$ cat src/rtl/alu_flags_pkg.sv
package alu_flags_pkg;
  localparam int OP_W = 5;

  localparam logic [OP_W-1:0] OP_ADD = 5'd0;
  localparam logic [OP_W-1:0] OP_ADC = 5'd1;
  localparam logic [OP_W-1:0] OP_SUB = 5'd2;
  localparam logic [OP_W-1:0] OP_SBC = 5'd3;
  localparam logic [OP_W-1:0] OP_CMP = 5'd4;
  localparam logic [OP_W-1:0] OP_AND = 5'd5;
  localparam logic [OP_W-1:0] OP_OR  = 5'd6;
  localparam logic [OP_W-1:0] OP_XOR = 5'd7;
  localparam logic [OP_W-1:0] OP_BIT = 5'd8;
  localparam logic [OP_W-1:0] OP_LSL = 5'd9;
  localparam logic [OP_W-1:0] OP_LSR = 5'd10;
  localparam logic [OP_W-1:0] OP_ASR = 5'd11;
  localparam logic [OP_W-1:0] OP_ROL = 5'd12;
  localparam logic [OP_W-1:0] OP_ROR = 5'd13;
  localparam logic [OP_W-1:0] OP_COM = 5'd14;
  localparam logic [OP_W-1:0] OP_NEG = 5'd15;
  localparam logic [OP_W-1:0] OP_INC = 5'd16;
  localparam logic [OP_W-1:0] OP_DEC = 5'd17;
  localparam logic [OP_W-1:0] OP_MUL = 5'd18;

  // condition code bit positions (decoded by the core's branch logic)
  localparam int CC_C = 0;
  localparam int CC_Z = 1;
  localparam int CC_N = 2;
  localparam int CC_I = 3;
  localparam int CC_H = 4;
  localparam logic [7:0] CC_RESET = 8'hE0;

  typedef struct packed {
    logic takeOp;     // latch a single-cycle result
    logic mulLoad;    // capture multiply operands
    logic mulStep;    // one shift-and-add step
    logic mulFinish;  // publish the product
  } aluStrobe_t;
endpackage

$ cat src/rtl/alu_core.sv
module alu_core
  import alu_flags_pkg::*;
#(
  parameter int DATA_W = 8
) (
  input  logic [OP_W-1:0]   op,
  input  logic [DATA_W-1:0] acc,
  input  logic [DATA_W-1:0] mem,
  input  logic [7:0]        ccrIn,
  output logic [DATA_W-1:0] res,
  output logic [7:0]        ccrNext,
  output logic              wb
);
  localparam int HALF = DATA_W / 2;
  localparam logic [DATA_W-1:0] ONE = 1;

  logic              carryIn;
  logic [DATA_W:0]   addSum;
  logic [DATA_W:0]   subDiff;
  logic [HALF:0]     lowSum;
  logic              hNew, cNew, nzTouch;

  always_comb begin
    carryIn = ((op == OP_ADC) || (op == OP_SBC)) && ccrIn[CC_C];
    addSum  = {1'b0, acc} + {1'b0, mem} + {{DATA_W{1'b0}}, carryIn};
    lowSum  = {1'b0, acc[HALF-1:0]} + {1'b0, mem[HALF-1:0]} + {{HALF{1'b0}}, carryIn};
    subDiff = {1'b0, acc} - {1'b0, mem} - {{DATA_W{1'b0}}, carryIn};

    res     = '0;
    wb      = 1'b1;
    hNew    = ccrIn[CC_H];
    cNew    = ccrIn[CC_C];
    nzTouch = 1'b1;

    case (op)
      OP_ADD, OP_ADC: begin
        res  = addSum[DATA_W-1:0];
        cNew = addSum[DATA_W];
        hNew = lowSum[HALF];
      end
      OP_SUB, OP_SBC, OP_CMP: begin
        res  = subDiff[DATA_W-1:0];
        cNew = subDiff[DATA_W];
        wb   = (op != OP_CMP);
      end
      OP_AND, OP_BIT: begin
        res = acc & mem;
        wb  = (op != OP_BIT);
      end
      OP_OR:  res = acc | mem;
      OP_XOR: res = acc ^ mem;
      OP_LSL: begin
        res  = {mem[DATA_W-2:0], 1'b0};
        cNew = mem[DATA_W-1];
      end
      OP_LSR: begin
        res  = {1'b0, mem[DATA_W-1:1]};
        cNew = mem[0];
      end
      OP_ASR: begin
        res  = {mem[DATA_W-1], mem[DATA_W-1:1]};
        cNew = mem[0];
      end
      OP_ROL: begin
        res  = {mem[DATA_W-2:0], ccrIn[CC_C]};
        cNew = mem[DATA_W-1];
      end
      OP_ROR: begin
        res  = {ccrIn[CC_C], mem[DATA_W-1:1]};
        cNew = mem[0];
      end
      OP_COM: begin
        res  = ~mem;
        cNew = 1'b1;
      end
      OP_NEG: begin
        res  = {DATA_W{1'b0}} - mem;
        cNew = |mem;
      end
      OP_INC: res = mem + ONE;
      OP_DEC: res = mem - ONE;
      default: begin
        wb      = 1'b0;
        nzTouch = 1'b0;
      end
    endcase

    ccrNext = {3'b111, hNew, ccrIn[CC_I],
               nzTouch ? res[DATA_W-1] : ccrIn[CC_N],
               nzTouch ? (res == '0)   : ccrIn[CC_Z],
               cNew};
  end
endmodule

$ cat src/rtl/alu_ctrl.sv
module alu_ctrl
  import alu_flags_pkg::*;
#(
  parameter int DATA_W     = 8,
  parameter int MUL_CYCLES = 11
) (
  input  logic            clk,
  input  logic            rstN,
  input  logic            start,
  input  logic [OP_W-1:0] op,
  output aluStrobe_t      strobe,
  output logic            busy,
  output logic            done
);
  localparam int CNT_W      = $clog2(MUL_CYCLES + 1);
  localparam int STEP_FLOOR = MUL_CYCLES - 1 - DATA_W;

  logic [CNT_W-1:0] cnt;
  logic             accept;
  logic             isMul;

  always_comb begin
    accept           = start && !busy;
    isMul            = (op == OP_MUL);
    strobe.takeOp    = accept && !isMul;
    strobe.mulLoad   = accept && isMul;
    strobe.mulStep   = busy && (cnt > CNT_W'(STEP_FLOOR));
    strobe.mulFinish = busy && (cnt == CNT_W'(1));
  end

  always_ff @(posedge clk or negedge rstN) begin
    if (!rstN) begin
      busy <= 1'b0;
      done <= 1'b0;
      cnt  <= '0;
    end else begin
      done <= strobe.takeOp || strobe.mulFinish;
      if (strobe.mulLoad) begin
        busy <= 1'b1;
        cnt  <= CNT_W'(MUL_CYCLES - 1);
      end else if (busy) begin
        cnt <= cnt - CNT_W'(1);
        if (strobe.mulFinish) busy <= 1'b0;
      end
    end
  end
endmodule

$ cat src/rtl/alu_datapath.sv
module alu_datapath
  import alu_flags_pkg::*;
#(
  parameter int DATA_W = 8
) (
  input  logic              clk,
  input  logic              rstN,
  input  aluStrobe_t        strobe,
  input  logic [OP_W-1:0]   op,
  input  logic [DATA_W-1:0] acc,
  input  logic [DATA_W-1:0] idx,
  input  logic [DATA_W-1:0] mem,
  input  logic [7:0]        ccrIn,
  output logic [DATA_W-1:0] resultOut,
  output logic [DATA_W-1:0] idxOut,
  output logic [7:0]        ccrOut,
  output logic              writeBack,
  output logic              idxWrite
);
  logic [DATA_W-1:0] coreRes;
  logic [7:0]        coreCcr;
  logic              coreWb;

  logic [DATA_W-1:0] mcand, prodHi, prodLo;
  logic [2:0]        keepInz;   // I, N, Z kept across multiply
  logic [DATA_W:0]   stepSum;

  alu_core #(.DATA_W(DATA_W)) u_core (
    .op(op), .acc(acc), .mem(mem), .ccrIn(ccrIn),
    .res(coreRes), .ccrNext(coreCcr), .wb(coreWb)
  );

  always_comb begin
    stepSum = {1'b0, prodHi} + (prodLo[0] ? {1'b0, mcand} : {(DATA_W+1){1'b0}});
  end

  always_ff @(posedge clk or negedge rstN) begin
    if (!rstN) begin
      mcand   <= '0;
      prodHi  <= '0;
      prodLo  <= '0;
      keepInz <= '0;
    end else if (strobe.mulLoad) begin
      mcand   <= acc;
      prodHi  <= '0;
      prodLo  <= idx;
      keepInz <= ccrIn[CC_I:CC_Z];
    end else if (strobe.mulStep) begin
      prodHi <= stepSum[DATA_W:1];
      prodLo <= {stepSum[0], prodLo[DATA_W-1:1]};
    end
  end

  always_ff @(posedge clk or negedge rstN) begin
    if (!rstN) begin
      resultOut <= '0;
      idxOut    <= '0;
      ccrOut    <= CC_RESET;
      writeBack <= 1'b0;
      idxWrite  <= 1'b0;
    end else if (strobe.mulFinish) begin
      resultOut <= prodLo;
      idxOut    <= prodHi;
      ccrOut    <= {3'b111, 1'b0, keepInz, 1'b0};
      writeBack <= 1'b1;
      idxWrite  <= 1'b1;
    end else if (strobe.takeOp) begin
      resultOut <= coreRes;
      ccrOut    <= coreCcr;
      writeBack <= coreWb;
      idxWrite  <= 1'b0;
    end else begin
      writeBack <= 1'b0;
      idxWrite  <= 1'b0;
    end
  end
endmodule

$ cat src/rtl/alu_flags_unit.sv
module alu_flags_unit
  import alu_flags_pkg::*;
#(
  parameter int DATA_W     = 8,
  parameter int MUL_CYCLES = 11
) (
  input  logic              clk,
  input  logic              rstN,
  input  logic              start,
  input  logic [OP_W-1:0]   opCode,
  input  logic [DATA_W-1:0] accIn,
  input  logic [DATA_W-1:0] idxIn,
  input  logic [DATA_W-1:0] memIn,
  input  logic [7:0]        ccrIn,
  output logic              busy,
  output logic              done,
  output logic              writeBack,
  output logic              idxWrite,
  output logic [DATA_W-1:0] resultOut,
  output logic [DATA_W-1:0] idxOut,
  output logic [7:0]        ccrOut
);
  aluStrobe_t strobe;

  alu_ctrl #(.DATA_W(DATA_W), .MUL_CYCLES(MUL_CYCLES)) u_ctrl (
    .clk(clk), .rstN(rstN), .start(start), .op(opCode),
    .strobe(strobe), .busy(busy), .done(done)
  );

  alu_datapath #(.DATA_W(DATA_W)) u_dp (
    .clk(clk), .rstN(rstN), .strobe(strobe), .op(opCode),
    .acc(accIn), .idx(idxIn), .mem(memIn), .ccrIn(ccrIn),
    .resultOut(resultOut), .idxOut(idxOut), .ccrOut(ccrOut),
    .writeBack(writeBack), .idxWrite(idxWrite)
  );
endmodule

$ cat config.mk
export PLATFORM = sky130hd
export DESIGN_NAME = alu_flags_unit
export DESIGN_NICKNAME = d
export VERILOG_FILES = /design/src/rtl/alu_flags_pkg.sv /design/src/rtl/alu_core.sv /design/src/rtl/alu_ctrl.sv /design/src/rtl/alu_datapath.sv /design/src/rtl/alu_flags_unit.sv
export SDC_FILE = /design/constraint.sdc
export NUM_CORES = 1
export LEC_CHECK = 0
export BUFFER_PORTS_ARGS = -buffer_cell sky130_fd_sc_hd__buf_2
export CAP_MARGIN = 40
export CELL_PAD_IN_SITES_DETAIL_PLACEMENT = 0
export CELL_PAD_IN_SITES_GLOBAL_PLACEMENT = 1
export CORE_ASPECT_RATIO = 1.1
export CORE_UTILIZATION = 41
export CTS_BUF_LIST = sky130_fd_sc_hd__clkbuf_8
export DETAILED_ROUTE_END_ITERATION = 10
export PLACE_DENSITY_LB_ADDON = 0.1
export SLEW_MARGIN = 20
export SYNTH_ARGS = -nofsm -noshare
export SYNTH_HDL_FRONTEND = slang
export SYNTH_SLANG_ARGS = --single-unit
export TNS_END_PERCENT = 100
$ cat constraint.sdc
create_clock -name clk -period 2.1 [get_ports clk]
set_input_delay 0.21 -clock clk [delete_from_list [all_inputs] [get_ports clk]]
set_output_delay 0.21 -clock clk [all_outputs]
set_load 0.01 [all_outputs]
# After elaboration in Yosys (flattened, before gate mapping)
# Cells that the tools add are included.
[op_classes]
add_sub_neg = 11
n_mul = 0
div = 0
magnitude_cmp = 1
n_eq_ne = 21
shift = 0
mux = 24
bitwise = 4
reduce_logical = 23
[op_table]
columns = ["op", "count"]
rows = [
  ["$pmux W8 S14", 1],
  ["$mux W8", 9],
  ["$eq A5 B4 Y1 const B", 8],
  ["$eq A5 B3 Y1 const B", 4],
  ["$reduce_or A18 Y1", 1],
  ["$eq A5 B5 Y1 const B", 3],
  ["$reduce_or A13 Y1", 1],
  ["$eq A5 B2 Y1 const B", 2],
  ["$mux W1", 10],
  ["$add A8 B8 Y9", 1],
  ["$add A8 B9 Y9", 1],
  ["$add A9 B1 Y9", 1],
  ["$sub A8 B8 Y9", 1],
  ["$sub A9 B1 Y9", 1],
  ["$add A8 B1 Y8 const B", 1],
  ["$and A8 B8 Y8", 1],
  ["$logic_not A8 Y1", 1],
  ["$mux W4", 2],
  ["$not A8 Y8", 1],
  ["$or A8 B8 Y8", 1],
  ["$reduce_or A8 Y1", 1],
  ["$sub A1 B8 Y8 const A", 1],
  ["$sub A8 B1 Y8 const B", 1],
  ["$xor A8 B8 Y8", 1],
  ["other kinds (17)", 29],
]
[word_totals]
register_bits = 59
latch_bits = 0
mem_bits_rw = 0
rom_bits = 0
wordCells = 96
mem_count = 0

# Depth between registers and ports, before layout
# Gate-level depths: netlist of run 1.
[depth]
depth_word = 9
mapped_depth = 15
mapped_depth_nobuf = 13

# Hierarchy
# A second synthesis of run 1 with hierarchy kept.
[unflattened]
cells_unflattened = 577
area_unflattened_um2 = 5183.7
[modules_own_cells]
columns = ["mod", "n_inst", "cells_per_inst", "area_per_inst_um2"]
rows = [
  ["alu_datapath", 1, 219, 2539.9],
  ["alu_core", 1, 321, 2272.2],
  ["alu_ctrl", 1, 37, 371.6],
]

# Least setup slack after synthesis of run 1
# OpenSTA, ideal clock, no wires.
[synth_timing]
path_kind = "input-to-reg"
from = "input opCode[1]"
to = "register u_dp.ccrOut[1]"
setup_time_ns = 0.066
arrival_time_ns = 2.965
t_required_ns = 2.034
path_slack_ns = -0.930
path_stages = 12
path_buffers = 2
path_cell_list = "buf_4 -> clkbuf_1 -> nor4b_2 -> and2_1 -> ha_1 -> a21oi_1 -> o2111ai_1 -> xor2_1 -> a22oi_1 -> o211ai_1 -> a2111oi_2 -> a31o_1"
[synth_via]
elab_chain_len = 9
word_cells_on_any_way = 36
classes_between = "2 x add/sub; 18 x eq/ne; 5 x mux; 11 x reduce/logical"
[synth_rtl]
columns = ["element", "line_no", "text"]
rows = [
  ["start, declared", "alu_flags_unit.sv:10", "input logic [OP_W-1:0] opCode,"],
  ["$eq A5 B1 Y1 or $eq A5 B2 Y1 (tied branches)", "alu_core.sv:24, alu_core.sv:35", ""],
  ["$logic_or A1 B1 Y1", "alu_core.sv:24", "carryIn = ((op == OP_ADC) || (op == OP_SBC)) && ccrIn[CC_C];"],
  ["$logic_and A1 B1 Y1", "alu_core.sv:24", ""],
  ["$sub A9 B1 Y9 or $add A9 B1 Y9 (tied branches)", "alu_core.sv:27, alu_core.sv:25", ""],
  ["$pmux W8 S14", "alu_core.sv:35", "case (op)"],
  ["$logic_not A8 Y1", "alu_core.sv:90", "nzTouch ? (res == '0) : ccrIn[CC_Z],"],
  ["$mux W1", "alu_core.sv:90", ""],
  ["$mux W8", "alu_datapath.sv:67", "end else if (strobe.takeOp) begin"],
  ["$mux W8", "alu_datapath.sv:61", "end else if (strobe.mulFinish) begin"],
  ["end signal, assigned", "alu_datapath.sv:64", "ccrOut <= {3'b111, 1'b0, keepInz, 1'b0};"],
  ["end signal, assigned", "alu_datapath.sv:69", "ccrOut <= coreCcr;"],
  ["end, declared", "alu_datapath.sv:16", "output logic [7:0] ccrOut,"],
]
# Parallel ways exist; a longest one is shown, timed or not. The select of a mux whose other input is x is not followed.
# A chain may end at the register's enable or synchronous reset.

# Worst setup path after layout of run 1
[layout_timing]
from = "input opCode[2]"
to = "register u_dp.ccrOut[1]"
# Same word-level chain as after synthesis.

==> impl_metrics.py, run 1 <==
metrics = {
    "global_routing": {
        "grt_max_degree": 40,
        "grt_pass1_wl_mm": 25.8,
        "gr-usage-all-layers": 0.274,
        "overflow": 0,
        "grt_pass1_vias": 4968,
        "antenna_found_initial": 1,
    },
    "logic_synthesis": {
        "yosys_warnings": 0,
        "ys_ff_latch": 56,
        "synth_area_leaders": "dfrtp_1 (29%), ha_1 (12%), nand2_1 (6.2%)",
        "ys.flop_type": "dfrtp_1",
        "yosysTopAreaCellShare": 0.291,
        "syn_area_sq_um": 4820,
        "synthCells": 574,
        "synth_cell_types": 69,
        "yosysMostFrequentCell": "nand2_1",
        "ys_seq_area_frac": 0.291,
        "synth_top_area_cell": "dfrtp_1",
        "synth-edff-count": 0,
        "synthTopCellsByCount": "nand2_1 (79), dfrtp_1 (56), ha_1 (48)",
        "synth-async-reset-ratio": 1.00,
        "syn-mean-instance-area_sq_um": 8.39,
    },
    "critical_path": {
        "startpoint": "opCode[2]",
        "reg2regPathDepth": 11,
        "crit_fanout": 6,
        "r2r_setup_slack_ps": 10,
        "critPathSlowestCell": "fa_2",
        "arrival_ps": 2820,
        "crit_buf_inv": 3,
        "critical_path_class": "input port to flip-flop",
        "crit_end": "u_dp.ccrOut[1]$_DFFE_PN0P_",
        "crit_cells": 11,
        "end_kind": "flip-flop",
        "worstPathRequired_ps": 2360,
        "cp-start-kind": "input port",
        "worstReg2RegStart": "u_dp.prodLo[0]$_DFFE_PN0P_",
        "cpPeakStageDelay_ps": 480,
        "critical_path.top_delay_family": "simple AND/OR/NAND/NOR gates",
        "path_cells": "buf_8 -> buf_6 -> nor4b_4 -> and2_4 -> fa_2 -> a221o_1 -> nor3_2 -> buf_4 -> nand3_4 -> nor4_4 -> a31o_1",
        "crit-reg2reg-capture": "u_dp.prodHi[7]$_DFFE_PN0P_",
    },
    "placed_design": {
        "gp_congestion": 0.904,
        "placed_cells": 915,
        "placed_area_sq_um": 6450,
        "hpwl_mm": 13.1,
        "port_buffers": 61,
    },
    "clocking": {
        "clock_latency_ps": 310,
        "cts_buffer_depth": 2,
        "root_buffer": "clkbuf_8",
        "cts_tree": "done",
        "cts_buffers": 5,
        "clk_pin_slew_ps": 110,
        "htree_levels": 2,
        "cts.sinks": 56,
    },
    "flow_run": {
        "drv_cap": 0,
    },
    "hold_path": {
        "worstHoldStart": "idxIn[6]",
        "hold_path_class": "input port to flip-flop",
    },
    "drt": {
        "wl_per_cell_um": 17.8,
        "ant_nets": 0,
        "first_pass_iters": 7,
        "drt_wl_total_mm": 16.8,
        "drcViolationCount": 0,
        "vias": 5097,
        "drt_iter0_drc": 326,
        "via_per_inst": 5.39,
    },
    "timing": {
        "whs_ps": 89.6,
        "fmax_ghz": 0.391,
        "hold_viol_final": 0,
        "period_share": 1.22,
        "finalCriticalPeriod_ps": 2560,
        "grt_setup_unrepaired": "yes",
        "drv_slew": 0,
        "finClkSkew_ps": 11.4,
        "setup_viol": 10,
        "post-route-worst-setup-slack_ps": -460,
    },
    "outcome": {
        "outcome": "complete, but fails checks",
        "violations": "setup timing",
    },
    "cells_and_area": {
        "drive_gt1_frac": 0.423,
        "fin_cells": 945,
        "final_area_sq_um": 7270,
        "syn2layout_area_growth_pct": 50.9,
        "nNetsFinal": 887,
        "fill_cells": 1018,
    },
    "die": {
        "rows": 41,
        "dieWidth_um": 105,
        "num_io_pins": 68,
        "dieArea_sq_um": 12200,
        "start_util": 0.421,
        "core_sq_um": 11400,
        "die_h_um": 116,
    },
    "power_and_ir_drop": {
        "ir_worst_vdd_uv": 662,
        "power_density_nw_per_um2": 706,
        "p_leak_nw": 3.60,
    },
}
-- layout by cell type, fill, tap and decap left out, types with 16 or more instances in the layout --
master   netlist  routed
ha_1          48      40
inv_1         47      41
o21ai_0       42      32
buf_2          1      57
nor2_1        35      33
nand3_1       21      16
buf_6          1      16
nand2_1       79      74
buf_4          6     156
dfrtp_1       56      55
-- area by class of cell --
class	count	area, sq um	share of cell area
tap	150	188	0.0258
timing repair buffer	235	1730	0.238
antenna	1	2.50	0.000344
inverter	47	176	0.0243
clock inverter	3	46.3	0.00637
clock buffer	5	68.8	0.00947
sequential	56	1400	0.193
multi-input combinational	448	3650	0.502
-- sequential cells by signal, summed over array words and instances (netlist names) --
signal          cells
u_ctrl.busy         1
u_ctrl.done         1
u_dp.prodHi         8
u_dp.idxWrite       1
u_dp.resultOut      8
u_dp.writeBack      1
u_dp.keepInz        3
u_ctrl.cnt          4
u_dp.prodLo         8
u_dp.idxOut         8
u_dp.ccrOut         5
u_dp.mcand          8
-- tightest hold or removal path: cells and delay by family --
family	cells	cell delay, ps
AND/OR/NAND/NOR	1	30
AO/OA/AOI/OAI	1	60
buffers and inverters	1	70
-- logic make-up after synthesis --
family          after synthesis  share of synthesized area
buf+inv                      72                     0.0626
other cells                   1                   0.000779
xor+xnor                     24                     0.0436
mux                           9                     0.0190
compound gates              150                      0.214
fa+ha+maj                    54                      0.150
flops                        56                      0.291
simple gates                208                      0.219
-- report_power, final --
group	switching, mW	total (mW)	internal [mW]
sequential	0.282	1.76	1.48
clock	0.362	0.722	0.360
combinational	1.36	2.65	1.29
-- stage by stage --
| step | power [mW] | worst slack [ps] | utilization | setup TNS (ps) |
|---|---|---|---|---|
| global route | 5.51 | -537 | 0.635 | -3500 |
| detailed placement | 4.11 | -827 | 0.564 | -7230 |
| floorplan | 3.09 | -602 | - | -3250 |
| CTS | 5.00 | -388 | 0.604 | -2130 |
| global placement | 4.04 | -760 | 0.564 | -6820 |
| finish | 5.13 | -460 | 0.635 | -2580 |
-- how the worst min path moves through the flow --
stage                            endpoint  cells past startpoint
4_1_cts        u_dp.prodLo[5]$_DFFE_PN0P_                      3
5_1_grt        u_dp.prodLo[5]$_DFFE_PN0P_                      3
6_report       u_dp.prodLo[6]$_DFFE_PN0P_                      3
3_3_place_gp   u_dp.idxOut[0]$_DFFE_PN0P_                      1
3_5_place_dp   u_dp.idxOut[0]$_DFFE_PN0P_                      1
2_1_floorplan       u_ctrl.busy$_DFF_PN0_                      0
-- what timing repair did --
item,in CTS,in global routing
buffers inserted,13,10
gates resized for setup,67,52
hold buffers,1,0
endpoints found under the setup margin,13,14
endpoints found under the hold margin,17,0
pin swaps,47,37
-- layer usage --
layer,wire (um),global-route usage,up-vias
met5,0,0,-
met4,805,0.146,0
met3,526,0.0219,37
met2,8690,0.508,131
met1,6820,0.316,2461
li1,-,-,2468
Note: power is estimated with default switching activity, not from simulation.
==> run 2: changes to the inputs <==
REMOVE_ABC_BUFFERS = 1   (was default)
SKIP_CTS_REPAIR_TIMING = 1   (was default)
==> run 2 against run 1 <==
The run still ends with setup timing left. Die area stayed put. Via count hardly changed. Non-clock buffer count is 14 lower. Critical path type unchanged. Global-route usage is 0.46 points higher. Core utilization is 1.8 points lower.
==> impl_metrics.py, run 2 (same netlist as run 1, synthesis figures left out) <==
metrics = {
    "drt": {
        "ant_nets": 0,
        "drt_wl_total_mm": 17.0,
        "first_pass_iters": 5,
        "wl_per_cell_um": 18.3,
        "drcViolationCount": 0,
        "vias": 5102,
        "via_per_inst": 5.49,
        "drt_iter0_drc": 317,
    },
    "cells_and_area": {
        "diodes": 0,
        "nNetsFinal": 873,
        "layout_common_cells": "buf_4 (148), nand2_1 (75), buf_2 (57)",
        "final_common_cell": "buf_4",
        "syn2layout_area_growth_pct": 46.7,
        "fin_cells": 930,
        "final_area_sq_um": 7070,
        "drive_gt1_frac": 0.418,
    },
    "global_routing": {
        "gr-usage-all-layers": 0.278,
        "grt_pass1_vias": 5008,
        "overflow": 0,
        "grt_pass1_wl_mm": 26.1,
        "grt_max_degree": 57,
        "antenna_found_initial": 0,
    },
    "power_and_ir_drop": {
        "p_clk_frac": 0.128,
        "p_int_mw": 2.97,
        "p_sw_mw": 2.02,
        "p_leak_nw": 3.50,
        "ir_worst_vdd_uv": 512,
        "seqPwrFrac": 0.356,
        "power_density_nw_per_um2": 707,
        "p_comb_frac": 0.516,
        "swShare": 0.405,
        "power_mw": 5.00,
    },
    "placed_design": {
        "placed_area_sq_um": 6310,
        "hpwl_mm": 13.3,
        "gp_congestion": 0.994,
        "placed_cells": 910,
        "port_buffers": 61,
    },
    "critical_path": {
        "cpPeakStageDelay_ps": 430,
        "end_kind": "flip-flop",
        "r2r_setup_slack_ps": 20,
        "critical_path_class": "input port to flip-flop",
        "cp_common_cell": "buf_6",
        "cp-start-kind": "input port",
        "critPathSlowestCell": "fa_2",
        "worstReg2RegStart": "u_dp.prodLo[0]$_DFFE_PN0P_",
        "crit-reg2reg-capture": "u_dp.prodHi[7]$_DFFE_PN0P_",
        "path_cells": "buf_8 -> buf_6 -> nor4b_4 -> and2_4 -> buf_6 -> fa_2 -> a211oi_4 -> buf_4 -> o21bai_1 -> nand3b_1 -> nand4_1 -> nor4_2 -> a31o_1",
        "crit_fanout": 6,
        "reg2regPathDepth": 11,
        "worstPathRequired_ps": 2380,
        "arrival_ps": 2690,
        "startpoint": "opCode[4]",
    },
    "flow_run": {
        "drv_cap": 0,
    },
    "outcome": {
        "violations": "setup timing",
        "outcome": "complete, but fails checks",
    },
    "timing": {
        "period_share": 1.15,
        "relSlewSlack": 0.524,
        "hold_viol_final": 0,
        "finalCriticalPeriod_ps": 2410,
        "worstMarginPinSlew_ps": 714,
        "finClkSkew_ps": 12.5,
        "fmax_ghz": 0.415,
        "post-route-worst-setup-slack_ps": -307,
        "grt_setup_unrepaired": "yes",
        "drv_slew": 0,
        "setup_viol": 8,
    },
    "clocking": {
        "clk_pin_slew_ps": 120,
        "htree_levels": 2,
        "cts.sinks": 56,
        "cts_buffer_depth": 2,
        "cts_buffers": 5,
        "root_buffer": "clkbuf_8",
        "clock_latency_ps": 330,
        "cts_tree": "done",
    },
    "die": {
        "dieArea_sq_um": 12200,
        "core_sq_um": 11400,
        "dieWidth_um": 105,
        "rows": 41,
        "num_io_pins": 68,
        "start_util": 0.421,
        "die_h_um": 116,
    },
    "hold_path": {
        "hold_path_class": "input port to async pin",
    },
}
[run 2: changes by cell type in the layout (fill, tap and decap cells not counted), sizes merged]
cell         previous run  this run
buf                   234       221
clkinv                  0         1
diode                   1         0
bufinv                  1         0
dlygate4sd3             1         0
[run 2: worst max-delay path by stage]
stage	endpoint	slack, ps	cells after the start
floorplan	u_dp.ccrOut[1]$_DFFE_PN0P_	-580	10
finish	u_dp.ccrOut[1]$_DFFE_PN0P_	-310	13
CTS	u_dp.ccrOut[1]$_DFFE_PN0P_	-530	11
detailed placement	u_dp.ccrOut[1]$_DFFE_PN0P_	-880	11
global placement	u_dp.ccrOut[1]$_DFFE_PN0P_	-940	13
global route	u_dp.ccrOut[1]$_DFFE_PN0P_	-360	13
[run 2: area by class of cell]
cell class,instances,area [sq um]
fillers,1025,4370
multi-input cells,448,3610
repair buffers,221,1590
flip-flops and latches,56,1400
well taps,150,188
inverters,47,176
clock buffers,5,68.8
clock inverters,3,27.5
[run 2: per-stage QoR]
| stage | hold slack [ps] | TNS [ps] | util | worst slack (ps) |
|---|---|---|---|---|
| floorplan | -85.6 | -2820 | - | -583 |
| global placement | 383 | -7910 | 0.552 | -943 |
| detailed placement | 392 | -8180 | 0.552 | -884 |
| CTS | 33.6 | -4000 | 0.560 | -531 |
| global route | 76.3 | -1980 | 0.618 | -363 |
| finish | 6.30 | -1130 | 0.618 | -307 |
[run 2: critical path, delay by kind of cell]
kind            cells  cell delay (ps)
simple gates        5             1030
fa+ha+maj           1              430
buf+inv             4              490
compound gates      3              530
[run 2: routing by layer]
layer / up-vias / global-route usage / wire [um]
li1: 2443 / - / -
met1: 2449 / 0.307 / 6600
met2: 150 / 0.521 / 8750
met3: 60 / 0.0292 / 633
met4: 0 / 0.165 / 1040
met5: - / 0 / 0
[run 2: power by group through the flow]
stage	registers [mW]	logic (mW)	clock network (mW)
final	1.78	2.58	0.641
after global routing	1.83	2.86	0.685
after CTS	1.77	2.30	0.658
after detailed placement	1.79	2.29	0
after global placement	1.77	2.24	0
after floorplan	1.81	1.18	0
==> run 3: changes to the inputs <==
CORE_UTILIZATION = 30   (was 41)
==> run 3 against run 2 <==
The run still ends with setup timing left. Cell area grew 0.76%. Worst hold slack better by 87 ps. Final cell count up 5.5%. Sequential power hardly changed. Largest cell class unchanged. Sequential share of layout area shrank 0.15 points. Clock power grew 0.9%. First-iteration DRC count shrank 28%.
==> impl_metrics.py, run 3 (same netlist as run 1, synthesis figures left out) <==
metrics = {
    "clocking": {
        "clk_pin_slew_ps": 100,
        "htree_levels": 2,
        "cts.sinks": 56,
        "cts_buffer_depth": 2,
        "root_buffer": "clkbuf_8",
        "cts_buffers": 5,
        "clock_latency_ps": 320,
        "cts_tree": "done",
    },
    "critical_path": {
        "critical_path.top_delay_family": "compound AO/OA/AOI/OAI gates",
        "worstPathRequired_ps": 2360,
        "arrival_ps": 2610,
        "crit-reg2reg-capture": "u_dp.prodHi[7]$_DFFE_PN0P_",
        "reg2regPathDepth": 11,
        "crit_cells": 12,
        "cp-start-kind": "input port",
        "r2r_setup_slack_ps": -90,
        "worstReg2RegStart": "u_dp.prodLo[0]$_DFFE_PN0P_",
        "startpoint": "opCode[4]",
        "path_cells": "buf_8 -> buf_6 -> nor4b_4 -> and2_4 -> fa_2 -> a211oi_2 -> nor3b_2 -> o31ai_2 -> xnor2_1 -> and2_4 -> a2111oi_4 -> a31o_1",
        "crit_buf_inv": 2,
        "end_kind": "flip-flop",
        "critical_path_class": "input port to flip-flop",
        "cp_common_cell": "and2_4",
        "crit_end": "u_dp.ccrOut[1]$_DFFE_PN0P_",
        "critPathSlowestCell": "fa_2",
        "crit_fanout": 6,
        "cpPeakStageDelay_ps": 420,
    },
    "global_routing": {
        "grt_pass1_wl_mm": 28.0,
        "antenna_found_initial": 0,
        "grt_max_degree": 32,
        "grt_pass1_vias": 5111,
        "overflow": 0,
        "gr-usage-all-layers": 0.226,
    },
    "outcome": {
        "violations": "setup timing",
        "outcome": "complete, but fails checks",
    },
    "timing": {
        "finClkSkew_ps": 8.68,
        "post-route-worst-setup-slack_ps": -252,
        "setup_viol": 12,
        "hold_viol_final": 0,
        "setup_tns_ps": -919,
        "fmax_ghz": 0.425,
        "finalCriticalPeriod_ps": 2350,
        "drv_slew": 0,
        "whs_ps": 92.9,
        "period_share": 1.12,
        "grt_setup_unrepaired": "yes",
    },
    "drt": {
        "ant_nets": 0,
        "first_pass_iters": 5,
        "vias": 5032,
        "drt_iter0_drc": 228,
        "drcViolationCount": 0,
        "via_per_inst": 5.13,
        "wl_per_cell_um": 18.8,
        "drt_wl_total_mm": 18.4,
    },
    "cells_and_area": {
        "nNetsFinal": 874,
        "syn2layout_area_growth_pct": 47.8,
        "diodes": 0,
        "final_common_cell": "buf_4",
        "fill_cells": 1579,
        "drive_gt1_frac": 0.414,
        "final_area_sq_um": 7120,
        "layout_common_cells": "buf_4 (152), nand2_1 (75), buf_2 (57)",
    },
    "placed_design": {
        "hpwl_mm": 15.1,
        "port_buffers": 61,
        "placed_area_sq_um": 6360,
        "gp_congestion": 0.917,
    },
    "die": {
        "dieWidth_um": 123,
        "core_sq_um": 15700,
        "start_util": 0.307,
        "die_h_um": 135,
        "num_io_pins": 68,
        "dieArea_sq_um": 16600,
        "rows": 48,
    },
    "power_and_ir_drop": {
        "power_mw": 5.05,
        "power_density_nw_per_um2": 710,
        "p_leak_nw": 3.51,
        "ir_worst_vdd_uv": 320,
    },
    "hold_path": {
        "hold_path_class": "input port to flip-flop",
        "holdPathStages": 3,
        "worstHoldStart": "idxIn[3]",
    },
    "flow_run": {
        "drv_cap": 0,
    },
}
==> run 3: changes by cell type in the layout (fill, tap and decap cells not counted), moves of 3 or more <==
cell / before / now
a21oi_2: 6 / 3
o21ai_2: 8 / 5
o21ai_1: 6 / 9
a21boi_1: 0 / 3
buf_4: 148 / 152
==> run 3: report_power, final <==
group / switching [mW] / total, mW / internal, mW
registers: 0.316 / 1.79 / 1.47
logic: 1.35 / 2.62 / 1.27
clock network: 0.376 / 0.647 / 0.271
total: 2.04 / 5.05 / 3.02
==> run 3: how the worst min path moves through the flow <==
stage,end
6_report,u_dp.prodLo[3]$_DFFE_PN0P_
5_1_grt,u_dp.prodLo[4]$_DFFE_PN0P_
4_1_cts,u_ctrl.cnt[1]$_DFFE_PN0P_
3_5_place_dp,u_ctrl.cnt[3]$_DFFE_PN0P_
3_3_place_gp,u_ctrl.cnt[3]$_DFFE_PN0P_
2_1_floorplan,u_ctrl.busy$_DFF_PN0_
==> run 3: routing by layer <==
layer  wire (um)  GRT usage  vias to the layer above
met5           0          0                        -
met2        9720      0.422                      112
met1        7330      0.253                     2423
met4         947      0.110                        0
li1            -          -                     2452
met3         442     0.0190                       45
==> run 3: through the flow <==
stage	cells	setup WS (ps)	util
final	981	-252	0.454
after global routing	981	-345	0.454
after floorplan	551	-583	-
after CTS	967	-548	0.412
after detailed placement	959	-885	0.406
after global placement	959	-876	0.406
==> run 3: cell type report <==
cell class	count	area (sq um)	share of cell area
Inverter	47	176	0.0248
Timing Repair Buffer	222	1580	0.221
Tap cell	200	250	0.0351
Clock buffer	6	82.6	0.0116
Multi-Input combinational cell	448	3620	0.508
Clock inverter	2	13.8	0.00193
Sequential cell	56	1400	0.197
==> run 3: tightest hold or removal path, cell delays in order <==
cell	delay [ps]
buf_2	70
nand2_1	40
o21ai_0	60
